--- src/rtl/segVerifyPkg.sv ---
package segVerifyPkg;

  typedef enum logic [1:0] {
    OP_RIGHTS = 2'd0,
    OP_LIMIT  = 2'd1,
    OP_READ   = 2'd2,
    OP_WRITE  = 2'd3
  } verifyOp_e;

  typedef enum logic [2:0] {
    ST_IDLE  = 3'd0,
    ST_EVAL  = 3'd1,
    ST_RDHI  = 3'd2,
    ST_JUDGE = 3'd3,
    ST_RDLO  = 3'd4
  } ctrlState_e;

  // strobes from control to datapath
  typedef struct packed {
    logic latchOp;    // capture query inputs
    logic captureHi;  // capture dword at +4
    logic selLo;      // address the word at +0
    logic finFail;    // finish with early reject
    logic finHi;      // finish after judging the +4 dword
    logic finLo;      // finish with the limit word
  } ctrlStrobe_t;

endpackage

--- src/rtl/segTypeRules.sv ---
module segTypeRules
  import segVerifyPkg::*;
(
  input  verifyOp_e   op,
  input  logic [15:0] accWord,
  input  logic [1:0]  cpl,
  input  logic [1:0]  rpl,
  output logic        pass
);

  logic [4:0] typeField;
  logic [1:0] dpl;
  logic       privFail;
  logic       notConforming;

  assign typeField     = accWord[12:8];
  assign dpl           = accWord[14:13];
  assign privFail      = (dpl < cpl) || (dpl < rpl);
  assign notConforming = (accWord[12:10] != 3'b111);

  always_comb begin
    pass = 1'b1;
    unique case (op)
      OP_RIGHTS: begin
        if (typeField == 5'h00 || typeField == 5'h08 ||
            typeField == 5'h0A || typeField == 5'h0D) pass = 1'b0;
        if (notConforming && privFail) pass = 1'b0;
      end
      OP_LIMIT: begin
        if (!accWord[12] && accWord[10]) pass = 1'b0;
        if (typeField == 5'h00 || typeField == 5'h0A) pass = 1'b0;
        if (notConforming && privFail) pass = 1'b0;
      end
      OP_READ: begin
        if (!accWord[12]) pass = 1'b0;
        if ((accWord[11:10] != 2'b11) && privFail) pass = 1'b0;
        if (accWord[11] && !accWord[9]) pass = 1'b0;
      end
      OP_WRITE: begin
        if (!accWord[12]) pass = 1'b0;
        if (privFail) pass = 1'b0;
        if (accWord[11]) pass = 1'b0;
        if (!accWord[9]) pass = 1'b0;
      end
      default: pass = 1'b0;
    endcase
  end

endmodule

--- src/rtl/segVerifyCtrl.sv ---
module segVerifyCtrl
  import segVerifyPkg::*;
(
  input  logic        clk,
  input  logic        rstN,
  input  logic        start,
  input  logic        memAck,
  input  logic        memAbort,
  input  logic        earlyReject,
  input  logic        hiPass,
  input  logic        isLimitOp,
  output ctrlStrobe_t strobe,
  output logic        memReq,
  output logic        done
);

  ctrlState_e stateQ, stateD;

  always_comb begin
    stateD = stateQ;
    strobe = '0;
    memReq = 1'b0;
    unique case (stateQ)
      ST_IDLE: begin
        if (start) begin
          strobe.latchOp = 1'b1;
          stateD = ST_EVAL;
        end
      end
      ST_EVAL: begin
        if (earlyReject) begin
          strobe.finFail = 1'b1;
          stateD = ST_IDLE;
        end else begin
          stateD = ST_RDHI;
        end
      end
      ST_RDHI: begin
        memReq = 1'b1;
        if (memAbort) begin
          stateD = ST_IDLE;
        end else if (memAck) begin
          strobe.captureHi = 1'b1;
          stateD = ST_JUDGE;
        end
      end
      ST_JUDGE: begin
        if (hiPass && isLimitOp) begin
          stateD = ST_RDLO;
        end else begin
          strobe.finHi = 1'b1;
          stateD = ST_IDLE;
        end
      end
      ST_RDLO: begin
        memReq = 1'b1;
        strobe.selLo = 1'b1;
        if (memAbort) begin
          stateD = ST_IDLE;
        end else if (memAck) begin
          strobe.finLo = 1'b1;
          stateD = ST_IDLE;
        end
      end
      default: stateD = ST_IDLE;
    endcase
  end

  always_ff @(posedge clk or negedge rstN) begin
    if (!rstN) begin
      stateQ <= ST_IDLE;
      done   <= 1'b0;
    end else begin
      stateQ <= stateD;
      done   <= strobe.finFail | strobe.finHi | strobe.finLo;
    end
  end

endmodule

--- src/rtl/segVerifyDatapath.sv ---
module segVerifyDatapath
  import segVerifyPkg::*;
#(
  parameter int ADDR_W = 32
) (
  input  logic              clk,
  input  logic              rstN,
  input  ctrlStrobe_t       strobe,
  input  logic [1:0]        subOp,
  input  logic              opSize32,
  input  logic [15:0]       selector,
  input  logic [1:0]        cpl,
  input  logic [ADDR_W-1:0] gdtBase,
  input  logic [ADDR_W-1:0] gdtLimit,
  input  logic [ADDR_W-1:0] ldtBase,
  input  logic [ADDR_W-1:0] ldtLimit,
  input  logic [31:0]       memRdata,
  output logic              earlyReject,
  output logic              hiPass,
  output logic              isLimitOp,
  output logic [ADDR_W-1:0] memAddr,
  output logic              memSize32,
  output logic              zeroFlag,
  output logic              destWe,
  output logic [31:0]       destOut
);

  localparam int PAD_W = ADDR_W - 16;
  localparam logic [ADDR_W-1:0] HI_OFFSET = ADDR_W'(4);

  verifyOp_e   opQ;
  logic        sizeQ;
  logic [15:0] selQ;
  logic [1:0]  cplQ;
  logic [31:0] hiQ;

  logic [ADDR_W-1:0] idxOff, tblBase, tblLimit;
  logic [31:0] rightsVal, limitVal;
  logic [19:0] rawLimit;
  logic [7:0]  byteSix;

  assign idxOff   = {{PAD_W{1'b0}}, selQ[15:3], 3'b000};
  assign tblBase  = selQ[2] ? ldtBase  : gdtBase;
  assign tblLimit = selQ[2] ? ldtLimit : gdtLimit;

  assign earlyReject = (selQ[15:2] == 14'd0) || (idxOff >= tblLimit);
  assign isLimitOp   = (opQ == OP_LIMIT);
  assign memAddr     = tblBase + idxOff + (strobe.selLo ? '0 : HI_OFFSET);
  assign memSize32   = !strobe.selLo;

  segTypeRules u_rules (
    .op      (opQ),
    .accWord (hiQ[15:0]),
    .cpl     (cplQ),
    .rpl     (selQ[1:0]),
    .pass    (hiPass)
  );

  assign byteSix   = hiQ[23:16];
  assign rightsVal = sizeQ ? (hiQ & 32'h00FF_FF00) : {16'd0, hiQ[15:8], 8'd0};
  assign rawLimit  = {byteSix[3:0], memRdata[15:0]};
  assign limitVal  = !sizeQ     ? {16'd0, memRdata[15:0]} :
                     byteSix[7] ? {rawLimit, 12'hFFF} : {12'd0, rawLimit};

  always_ff @(posedge clk or negedge rstN) begin
    if (!rstN) begin
      opQ   <= OP_RIGHTS;
      sizeQ <= 1'b0;
      selQ  <= '0;
      cplQ  <= '0;
      hiQ   <= '0;
    end else begin
      if (strobe.latchOp) begin
        opQ   <= verifyOp_e'(subOp);
        sizeQ <= opSize32;
        selQ  <= selector;
        cplQ  <= cpl;
      end
      if (strobe.captureHi) hiQ <= memRdata;
    end
  end

  always_ff @(posedge clk or negedge rstN) begin
    if (!rstN) begin
      zeroFlag <= 1'b0;
      destWe   <= 1'b0;
      destOut  <= '0;
    end else begin
      destWe <= 1'b0;
      if (strobe.finFail) zeroFlag <= 1'b0;
      if (strobe.finHi) begin
        zeroFlag <= hiPass;
        if (hiPass && opQ == OP_RIGHTS) begin
          destWe  <= 1'b1;
          destOut <= rightsVal;
        end
      end
      if (strobe.finLo) begin
        zeroFlag <= 1'b1;
        destWe   <= 1'b1;
        destOut  <= limitVal;
      end
    end
  end

endmodule

--- src/rtl/segAccessVerifier.sv ---
module segAccessVerifier
  import segVerifyPkg::*;
#(
  parameter int ADDR_W = 32
) (
  input  logic              clk,
  input  logic              rstN,
  input  logic              start,
  input  logic [1:0]        subOp,
  input  logic              opSize32,
  input  logic [15:0]       selector,
  input  logic [1:0]        cpl,
  input  logic [ADDR_W-1:0] gdtBase,
  input  logic [ADDR_W-1:0] gdtLimit,
  input  logic [ADDR_W-1:0] ldtBase,
  input  logic [ADDR_W-1:0] ldtLimit,
  output logic              memReq,
  output logic [ADDR_W-1:0] memAddr,
  output logic              memSize32,
  input  logic              memAck,
  input  logic              memAbort,
  input  logic [31:0]       memRdata,
  output logic              done,
  output logic              zeroFlag,
  output logic              destWe,
  output logic [31:0]       destOut
);

  ctrlStrobe_t strobe;
  logic earlyReject, hiPass, isLimitOp;

  segVerifyCtrl u_ctrl (
    .clk         (clk),
    .rstN        (rstN),
    .start       (start),
    .memAck      (memAck),
    .memAbort    (memAbort),
    .earlyReject (earlyReject),
    .hiPass      (hiPass),
    .isLimitOp   (isLimitOp),
    .strobe      (strobe),
    .memReq      (memReq),
    .done        (done)
  );

  segVerifyDatapath #(.ADDR_W(ADDR_W)) u_dp (
    .clk         (clk),
    .rstN        (rstN),
    .strobe      (strobe),
    .subOp       (subOp),
    .opSize32    (opSize32),
    .selector    (selector),
    .cpl         (cpl),
    .gdtBase     (gdtBase),
    .gdtLimit    (gdtLimit),
    .ldtBase     (ldtBase),
    .ldtLimit    (ldtLimit),
    .memRdata    (memRdata),
    .earlyReject (earlyReject),
    .hiPass      (hiPass),
    .isLimitOp   (isLimitOp),
    .memAddr     (memAddr),
    .memSize32   (memSize32),
    .zeroFlag    (zeroFlag),
    .destWe      (destWe),
    .destOut     (destOut)
  );

endmodule

--- config.mk ---
export PLATFORM = sky130hd
export DESIGN_NAME = segAccessVerifier
export DESIGN_NICKNAME = d
export VERILOG_FILES = /design/src/rtl/segVerifyPkg.sv /design/src/rtl/segTypeRules.sv /design/src/rtl/segVerifyCtrl.sv /design/src/rtl/segVerifyDatapath.sv /design/src/rtl/segAccessVerifier.sv
export SDC_FILE = /design/constraint.sdc
export NUM_CORES = 1
export LEC_CHECK = 0
export BUFFER_PORTS_ARGS = -buffer_cell sky130_fd_sc_hd__buf_2
export CORE_MARGIN = 4
export CORE_UTILIZATION = 43
export DETAILED_ROUTE_END_ITERATION = 6
export GPL_TIMING_DRIVEN = 0
export PLACE_DENSITY_LB_ADDON = 0.1
export SYNTH_ARGS = -nofsm -noshare
export SYNTH_HDL_FRONTEND = slang
export SYNTH_SLANG_ARGS = --single-unit
--- constraint.sdc ---
create_clock -name clk -period 4.52 [get_ports clk]
set_input_delay 0.678 -clock clk [delete_from_list [all_inputs] [get_ports clk]]
set_output_delay 0.678 -clock clk [all_outputs]
set_load 0.02 [all_outputs]
# == Yosys cells after proc, flatten, opt, wreduce, memory -nomap -nowiden ==
# Index checks and enable logic that the tools add are counted.
# op_classes
muxes,47
reduce_logical,25
addsub,2
magnitude_cmp,3
eq_ne,15
n_bitwise,2
# ops
operator,count
2-to-1 mux 32 bit,7
adder 32 x 16 -> 32 bit,1
adder 32 bit,1
>= comparator 16 x 32 -> 1 bit,1
2-to-1 mux 1 bit,29
2-to-1 mux 24 bit,1
2-to-1 mux 3 bit,7
"== test 5 x 4 -> 1 bit, second input constant",3
one-hot mux 3 bit (5 select lines),1
zero test 14 bit,1
"inequality test 3 bit, second input constant",3
"== test 3 x 2 -> 1 bit, second input constant",2
logical AND 1 bit,6
logical OR 1 bit,6
zero test 5 bit,1
"== test 2 bit, second input constant",2
less-than comparator 2 bit,2
"inequality test 2 bit, second input constant",2
one-hot mux 1 bit (4 select lines),1
nonzero test 2 bit,2
"== test 3 x 1 -> 1 bit, second input constant",1
"== test 3 bit, second input constant",1
zero test 1 bit,3
zero test 3 bit,1
8 further kinds,9
# totals
regBits,83
in_bits,186
elab_cells,104

# == Depth between registers and ports, before layout ==
# Gate-level depths: netlist (run 1).
# depth
word_depth,12
depth_mapped,14
ltp_nobuf,11

# == By module ==
# Synthesis (run 1) repeated with hierarchy kept, for this count alone.
# hier_totals
hier_cells,582
area_unflattened_um2,5614.1
# by_module_without_submodules
module,cells_per_inst,instances,area_per_inst_um2,seq_area_each_um2
segVerifyDatapath,531,1,5203.7,1976.9
segVerifyCtrl,30,1,279.0,100.1
segTypeRules,21,1,131.4,0.0

# == Worst setup path after synthesis (run 1) ==
# Ideal clock, no wire load.
# synth_timing
path_type,flip-flop to output port
start,register u_dp.selQ[2]
end,output memAddr[28]
stages_incl_launch_ff,15
slack_ps,-92
path_buffers,4
t_required_ps,3842
arrival_ps,3934
cell_sequence,dfrtp_1 > buf_2 > clkbuf_1 > buf_2 > buf_2 > mux2_2 > ha_1 > fa_1 > a21o_1 > nand3_1 > a31oi_1 > o41a_1 > a31oi_1 > nand4b_1 > xor2_1
# synth_via
elab_chain_cells,3
# synth_lines
element,line_no,text
from (decl),segVerifyDatapath.sv:33,logic [15:0] selQ;
from (signal assigned),segVerifyDatapath.sv:76,selQ <= selector;
2-to-1 mux 32 bit,segVerifyDatapath.sv:43,assign tblBase = selQ[2] ? ldtBase : gdtBase;
adder 32 x 16 -> 32 bit,segVerifyDatapath.sv:48,assign memAddr = tblBase + idxOff + (strobe.selLo ? '0 : HI_OFFSET);
adder 32 bit,segVerifyDatapath.sv:48,
to (decl),segAccessVerifier.sv:18,"output logic [ADDR_W-1:0] memAddr,"
# No other way between the ends.

# == Worst setup path in the final report (run 1) ==
# layout_timing
start,register u_dp.selQ[2]
end,output memAddr[18]
# The elaborated chain is that of the path after synthesis.

==> flow_summary.toml, run 1 <==
[setup_path]
crit_fanout = 10
cp-end-kind = "primary output"
cpPeakStageDelay_ns = 0.45
crit_chain = "buf_8 > buf_12 > mux2_2 > ha_1 > fa_2 > a21o_1 > nand3_1 > a31oi_1 > o41a_1 > a31oi_4 > nor2_1 > xnor2_1 > buf_4"
worst_path_max_delay_cell = "o41a_1"
required_ns = 3.84
cp-start-kind = "flip-flop"
arrival_ns = 3.67
critical_path_class = "flip-flop to primary output"

[cells_and_area]
drive_gt1_share_pct = 43.4
utilization_pct = 60.7
nets = 1006
instances_no_fill = 938
antenna_cells = 0
area_growth_pct = 35.7
layout_common_cells = "buf_2 (246), dfrtp_1 (75), mux2_2 (56)"
final_common_cell = "buf_2"

[floorplan]
initial_utilization_pct = 44.7
dieArea_mm2 = 0.0140
pin_count = 255
die_width_um = 118
core_mm2 = 0.0117
num_rows = 39
die_height_um = 118

[synth]
syn_area_per_cell_um2 = 9.88
syn_inst = 528
synth_area_leaders = "dfrtp_1 (36%), mux2_2 (12%), ha_1 (7.0%), mux2i_1 (6.7%), a21oi_1 (3.7%)"
synth_ff_type = "dfrtp_1"
syn-num-nets = 744
synth_top_area_share_pct = 36.0
yosysWarnings = 0
async_flop_share_pct = 100
synth-edff-count = 0
seq_area_frac_synth_pct = 36.0
synth_top_area_cell = "dfrtp_1"
yosysUniqueCellTypes = 56
netlist_area_mm2 = 0.00522
ys_seq_elements = 75

[timing]
fin_crit_sh_pct = 96.3
period_minus_slack_ns = 4.35
tightest_slew_ns = 1.11
rsz0062_at_grt = "false"
slew_viol_final = 0
fmax_mhz = 230
clock_skew_ns = 0.00630
worst_slack_ns = 0.167
relSlewSlack_pct = 25.1
setup_violations = 0
whs_ns = 0.290
finalHoldViolCount = 0

[route]
vias = 5155
drc = 0
routed_wl_um = 17000
via_per_inst = 5.50
detail-route-antenna-nets = 0
drt_first_pass_iters = 5
drt_iter0_drc = 309
wire_per_inst_um = 18.2

[min_path]
hold_class = "input pin to asynchronous set/reset pin"

[global_routing]
overflow = 0
antenna_found_initial = 1
grt_max_degree = 42
grt_pass1_vias = 5237
gr-usage-all-layers_pct = 23.7
grt_pass1_wl_um = 26800

[pwr]
vdd_drop_max_mv = 0.291
powerDensity_mw_per_mm2 = 712
leakagePower_uw = 0.00343

[placement]
globalplace.congestion = 0.883
port_buffers = 246
dp_hpwl_um = 13900
dp_slack_ns = -0.771
dp.cells = 918

[clock_tree]
cts_tree = "yes"
cts_buffer_depth = 2
clock_latency_ns = 0.34
htreeDepth = 3
clock-sinks = 75
root_buffer = "clkbuf_16"
clkTransAtPathRegs_ns = 0.06
cts-buffers-inserted = 9

[status]
status = "completed"

[flow_run]
drv_cap = 0
-- worst max-delay path: cells and delay by family (launching register included) --
kind	cells	cell delay, ns
AND/OR/NAND/NOR	2	0.21
multiplexers	1	0.35
XOR/XNOR	1	0.21
adder cells (fa/ha/maj)	2	0.59
flip-flops	1	0.38
AO/OA/AOI/OAI	4	1.12
buffers and inverters	3	0.45
-- layout make-up --
class | count | area [um2]
clock inverter | 6 | 86.3
sequential | 75 | 1880
timing repair buffer | 253 | 1310
buffer | 22 | 131
tap | 143 | 179
clock buffer | 10 | 239
fill | 1018 | 4590
inverter | 10 | 37.5
multi-input combinational | 419 | 3220
-- cells in the mapped netlist (12+ instances only) --
| master | n |
|---|---|
| dfrtp_1 | 75 |
| mux2_2 | 56 |
| a21oi_1 | 39 |
| mux2i_1 | 35 |
| nand2_1 | 35 |
| ha_1 | 29 |
| nor2_1 | 27 |
| nor3_1 | 24 |
| nand3_1 | 22 |
| xnor2_1 | 17 |
| clkbuf_1 | 14 |
| nor4_1 | 13 |
| o21ai_0 | 12 |
-- final timing paths --
kind	from	to	slack, ns	cells past startpoint
min in group clk	u_dp.zeroFlag$_DFFE_PN0P_	u_dp.zeroFlag$_DFFE_PN0P_	0.47	1
worst min-delay path	rstN	u_dp.destOut[16]$_DFFE_PN0P_	0.29	1
max in group asynchronous	rstN	u_dp.selQ[3]$_DFFE_PN0P_	3.66	2
worst min register to register	u_dp.zeroFlag$_DFFE_PN0P_	u_dp.zeroFlag$_DFFE_PN0P_	0.47	1
worst max-delay path	u_dp.selQ[2]$_DFFE_PN0P_	memAddr[18]	0.17	13
worst max register to register	u_dp.selQ[2]$_DFFE_PN0P_	u_ctrl.stateQ[1]$_DFFE_PN0P_	1.76	12
-- state kept, by name (all words and copies together), names as in the netlist --
signal and cells:
u_dp.cplQ 2, u_dp.zeroFlag 1, u_ctrl.done 1, u_dp.destWe 1
u_dp.sizeQ 1, u_dp.selQ 16, u_ctrl.stateQ 3, u_dp.destOut 32
u_dp.hiQ 16, u_dp.opQ 2
-- routing by layer --
metal	part of all wire (%)	track usage, %	up-vias
met5	0.076	0	-
met4	1.6	7.25	2
met3	7.3	5.64	20
met2	51	43.0	235
met1	40	27.7	2415
li1	-	-	2483
-- where the power goes --
| part | internal [uW] | total [uW] | switching, uW | leakage [uW] |
|---|---|---|---|---|
| clock | 498 | 776 | 278 | 0.000159 |
| combinational | 1320 | 3130 | 1810 | 0.00236 |
| sequential | 913 | 1140 | 226 | 0.000913 |
-- through the flow --
step	setup TNS (ns)	instance area, um2	total power (uW)
floorplan	0	5230	3220
CTS	0	7060	5020
detailed placement	-11.02	6660	4140
global route	0	7080	5370
global placement	-9.01	6640	4040
finish	0	7080	5040
-- logic make-up (layout without fill, tap and decap cells) --
group | after synthesis | count (layout) | synth area share, %
buf+inv | 34 | 301 | 2.88
simple gates | 166 | 166 | 16.8
flops | 75 | 75 | 36.0
xor+xnor | 28 | 28 | 4.70
fa+ha+maj | 30 | 30 | 7.34
compound gates | 103 | 103 | 13.2
mux | 92 | 92 | 19.1
-- what timing repair did --
| item | CTS | global route |
|---|---|---|
| pin swaps | 2 | 3 |
| hold buffers | 0 | 0 |
| setup buffers | 3 | 3 |
| gates resized for setup | 15 | 2 |
| endpoints found under the setup margin | 24 | 18 |
No activity file was read; power rests on OpenSTA's default activity.
==> inputs of run 2 (changes only) <==
--- a/config.mk
+++ b/config.mk
@@ -7,10 +7,11 @@
 export LEC_CHECK = 0
 export BUFFER_PORTS_ARGS = -buffer_cell sky130_fd_sc_hd__buf_2
 export CORE_MARGIN = 4
-export CORE_UTILIZATION = 43
+export CORE_UTILIZATION = 44
 export DETAILED_ROUTE_END_ITERATION = 6
 export GPL_TIMING_DRIVEN = 0
 export PLACE_DENSITY_LB_ADDON = 0.1
 export SYNTH_ARGS = -nofsm -noshare
 export SYNTH_HDL_FRONTEND = slang
+export SYNTH_HIERARCHICAL = 1
 export SYNTH_SLANG_ARGS = --single-unit
==> run 2 against run 1 <==
Compared with the run above:
- register-to-register slack lost 0.55 ns
- clock skew shrank 0.0027 ns
- combinational power is 2% higher
- power increased by 0.32%
- via count increased by 5.0%
- clock power decreased by 0.9%
- die area down 0.24%
- hold slack lost 0.031 ns
- synthesized area is 2.1% higher
- sequential power decreased by 4%
- non-clock buffer count up 2
- highest routed layer is now met4
==> flow_summary.toml, run 2 <==
[pwr]
p_total_uw = 5060
powerDensity_mw_per_mm2 = 700
vdd_drop_max_mv = 0.282
leakagePower_uw = 0.00352

[route]
detail-route-antenna-nets = 0
via_per_inst = 5.55
wire_per_inst_um = 18.5
drt_iter0_drc = 304
vias = 5414
drc = 0
routed_wl_um = 18100
drt_first_pass_iters = 5

[clock_tree]
clkTransAtPathRegs_ns = 0.06
root_buffer = "clkbuf_16"
cts-buffers-inserted = 9
htreeDepth = 3
ctsHoldBuffers = 0
clock-sinks = 75
cts_tree = "yes"
cts_buffer_depth = 2
clock_latency_ns = 0.33

[floorplan]
core_mm2 = 0.0116
die_width_um = 118
pin_count = 255
initial_utilization_pct = 45.8
dieArea_mm2 = 0.0139
num_rows = 39
die_height_um = 118

[setup_path]
cp-start-kind = "flip-flop"
critical_path_class = "flip-flop to primary output"
crit_chain = "buf_6 > buf_6 > buf_6 > buf_6 > mux2_2 > ha_1 > inv_1 > fa_1 > nor2b_1 > o31a_2 > o2111ai_4 > o21a_4 > nor4_4 > xnor2_1 > buf_2"
cpPeakStageDelay_ns = 0.40
required_ns = 3.84
arrival_ns = 3.71
cp-end-kind = "primary output"
critPathBufInv = 6
crit_family = "buffers and inverters"
crit_fanout = 10
worst_path_max_delay_cell = "fa_1"
cpMostUsedCell = "buf_6"

[cells_and_area]
drive_gt1_share_pct = 42.3
regMostFlops = "u_dp/destOut"
largest_reg_flops = 32
final_area_mm2 = 0.00722
reg_top3 = "u_dp/destOut (32), u_dp/hiQ (16), u_dp/selQ (16)"
nets = 1041
area_growth_pct = 35.7
final_common_cell = "buf_2"
layout_common_cells = "buf_2 (245), dfrtp_1 (75), nand2_1 (61)"
instances_no_fill = 976

[flow_run]
drv_cap = 0

[min_path]
hold_class = "input pin to asynchronous set/reset pin"

[placement]
dp.cells = 956
globalplace.congestion = 0.879
dp_hpwl_um = 14700
port_buffers = 246
dp_slack_ns = -0.187
dpl_cell_area_mm2 = 0.00676

[synth]
syn_inst = 566
syn-num-nets = 782
yosysWarnings = 6
netlist_area_mm2 = 0.00532
syn_area_per_cell_um2 = 9.41

[timing]
fmax_mhz = 228
fin_crit_sh_pct = 97.1
tightest_slew_ns = 0.710
slew_viol_final = 0
whs_ns = 0.259
relSlewSlack_pct = 52.7
finalHoldViolCount = 0
clock_skew_ns = 0.00356
period_minus_slack_ns = 4.39
worst_slack_ns = 0.131
setup_violations = 0

[global_routing]
gr-usage-all-layers_pct = 25.2
antenna_found_initial = 3
grt_max_degree = 52
grt_pass1_vias = 5556
overflow = 0
met2_usage_pct = 44.0
gr-usage-met3_pct = 5.72
met1_usage_pct = 30.9
grt_pass1_wl_um = 28600
busiest_layer = "met2"

[status]
status = "completed"
run 2: path summary, 6_finish.rpt:
kind                                              from                           end  slack [ns]  cells past startpoint
setup / recovery              u_dp/selQ[2]$_DFFE_PN0P_                   memAddr[26]        0.13                     15
hold / removal                                    rstN  u_dp/destOut[21]$_DFFE_PN0P_        0.26                      1
setup reg to reg              u_dp/selQ[2]$_DFFE_PN0P_     u_dp/zeroFlag$_DFFE_PN0P_        1.21                     16
hold reg to reg            u_dp/destOut[0]$_DFFE_PN0P_   u_dp/destOut[0]$_DFFE_PN0P_        0.47                      2
max in group asynchronous                         rstN      u_dp/cplQ[0]$_DFFE_PN0P_        3.71                      2
min in group clk           u_dp/destOut[0]$_DFFE_PN0P_   u_dp/destOut[0]$_DFFE_PN0P_        0.47                      2
run 2: repair_timing:
item | in CTS | in global routing
endpoints found under the setup margin | 22 | 16
gates resized for setup | 15 | 11
buffers inserted | 0 | 1
pin swaps | 1 | 2
hold endpoints to repair | 0 | 0
run 2: final cells by class:
| cell class | instances | area [um2] |
|---|---|---|
| fillers | 1060 | 4390 |
| inverters | 14 | 52.6 |
| repair buffers | 248 | 1270 |
| flip-flops and latches | 75 | 1880 |
| diodes | 3 | 7.51 |
| multi-input cells | 448 | 3330 |
| clock inverters | 7 | 101 |
| well taps | 143 | 179 |
| plain buffers | 29 | 179 |
| clock buffers | 9 | 225 |
run 2: per-layer routing:
metal / share of wire (%) / up-vias
met3: 7.8 / 23
met4: 1.5 / 0
met1: 41 / 2560
met5: 0 / -
met2: 49 / 234
li1: - / 2597
run 2: metrics by stage:
step	setup TNS, ns	util [%]
detailed placement	-2.28	58.2
finish	0	62.2
global route	-0.0437	62.2
global placement	-1.77	58.0
floorplan	0	-
CTS	0	61.5
run 2: report_power, final:
group | internal, uW | switching [uW]
logic | 1310 | 1880
registers | 895 | 209
clock network | 487 | 283
total | 2690 | 2370
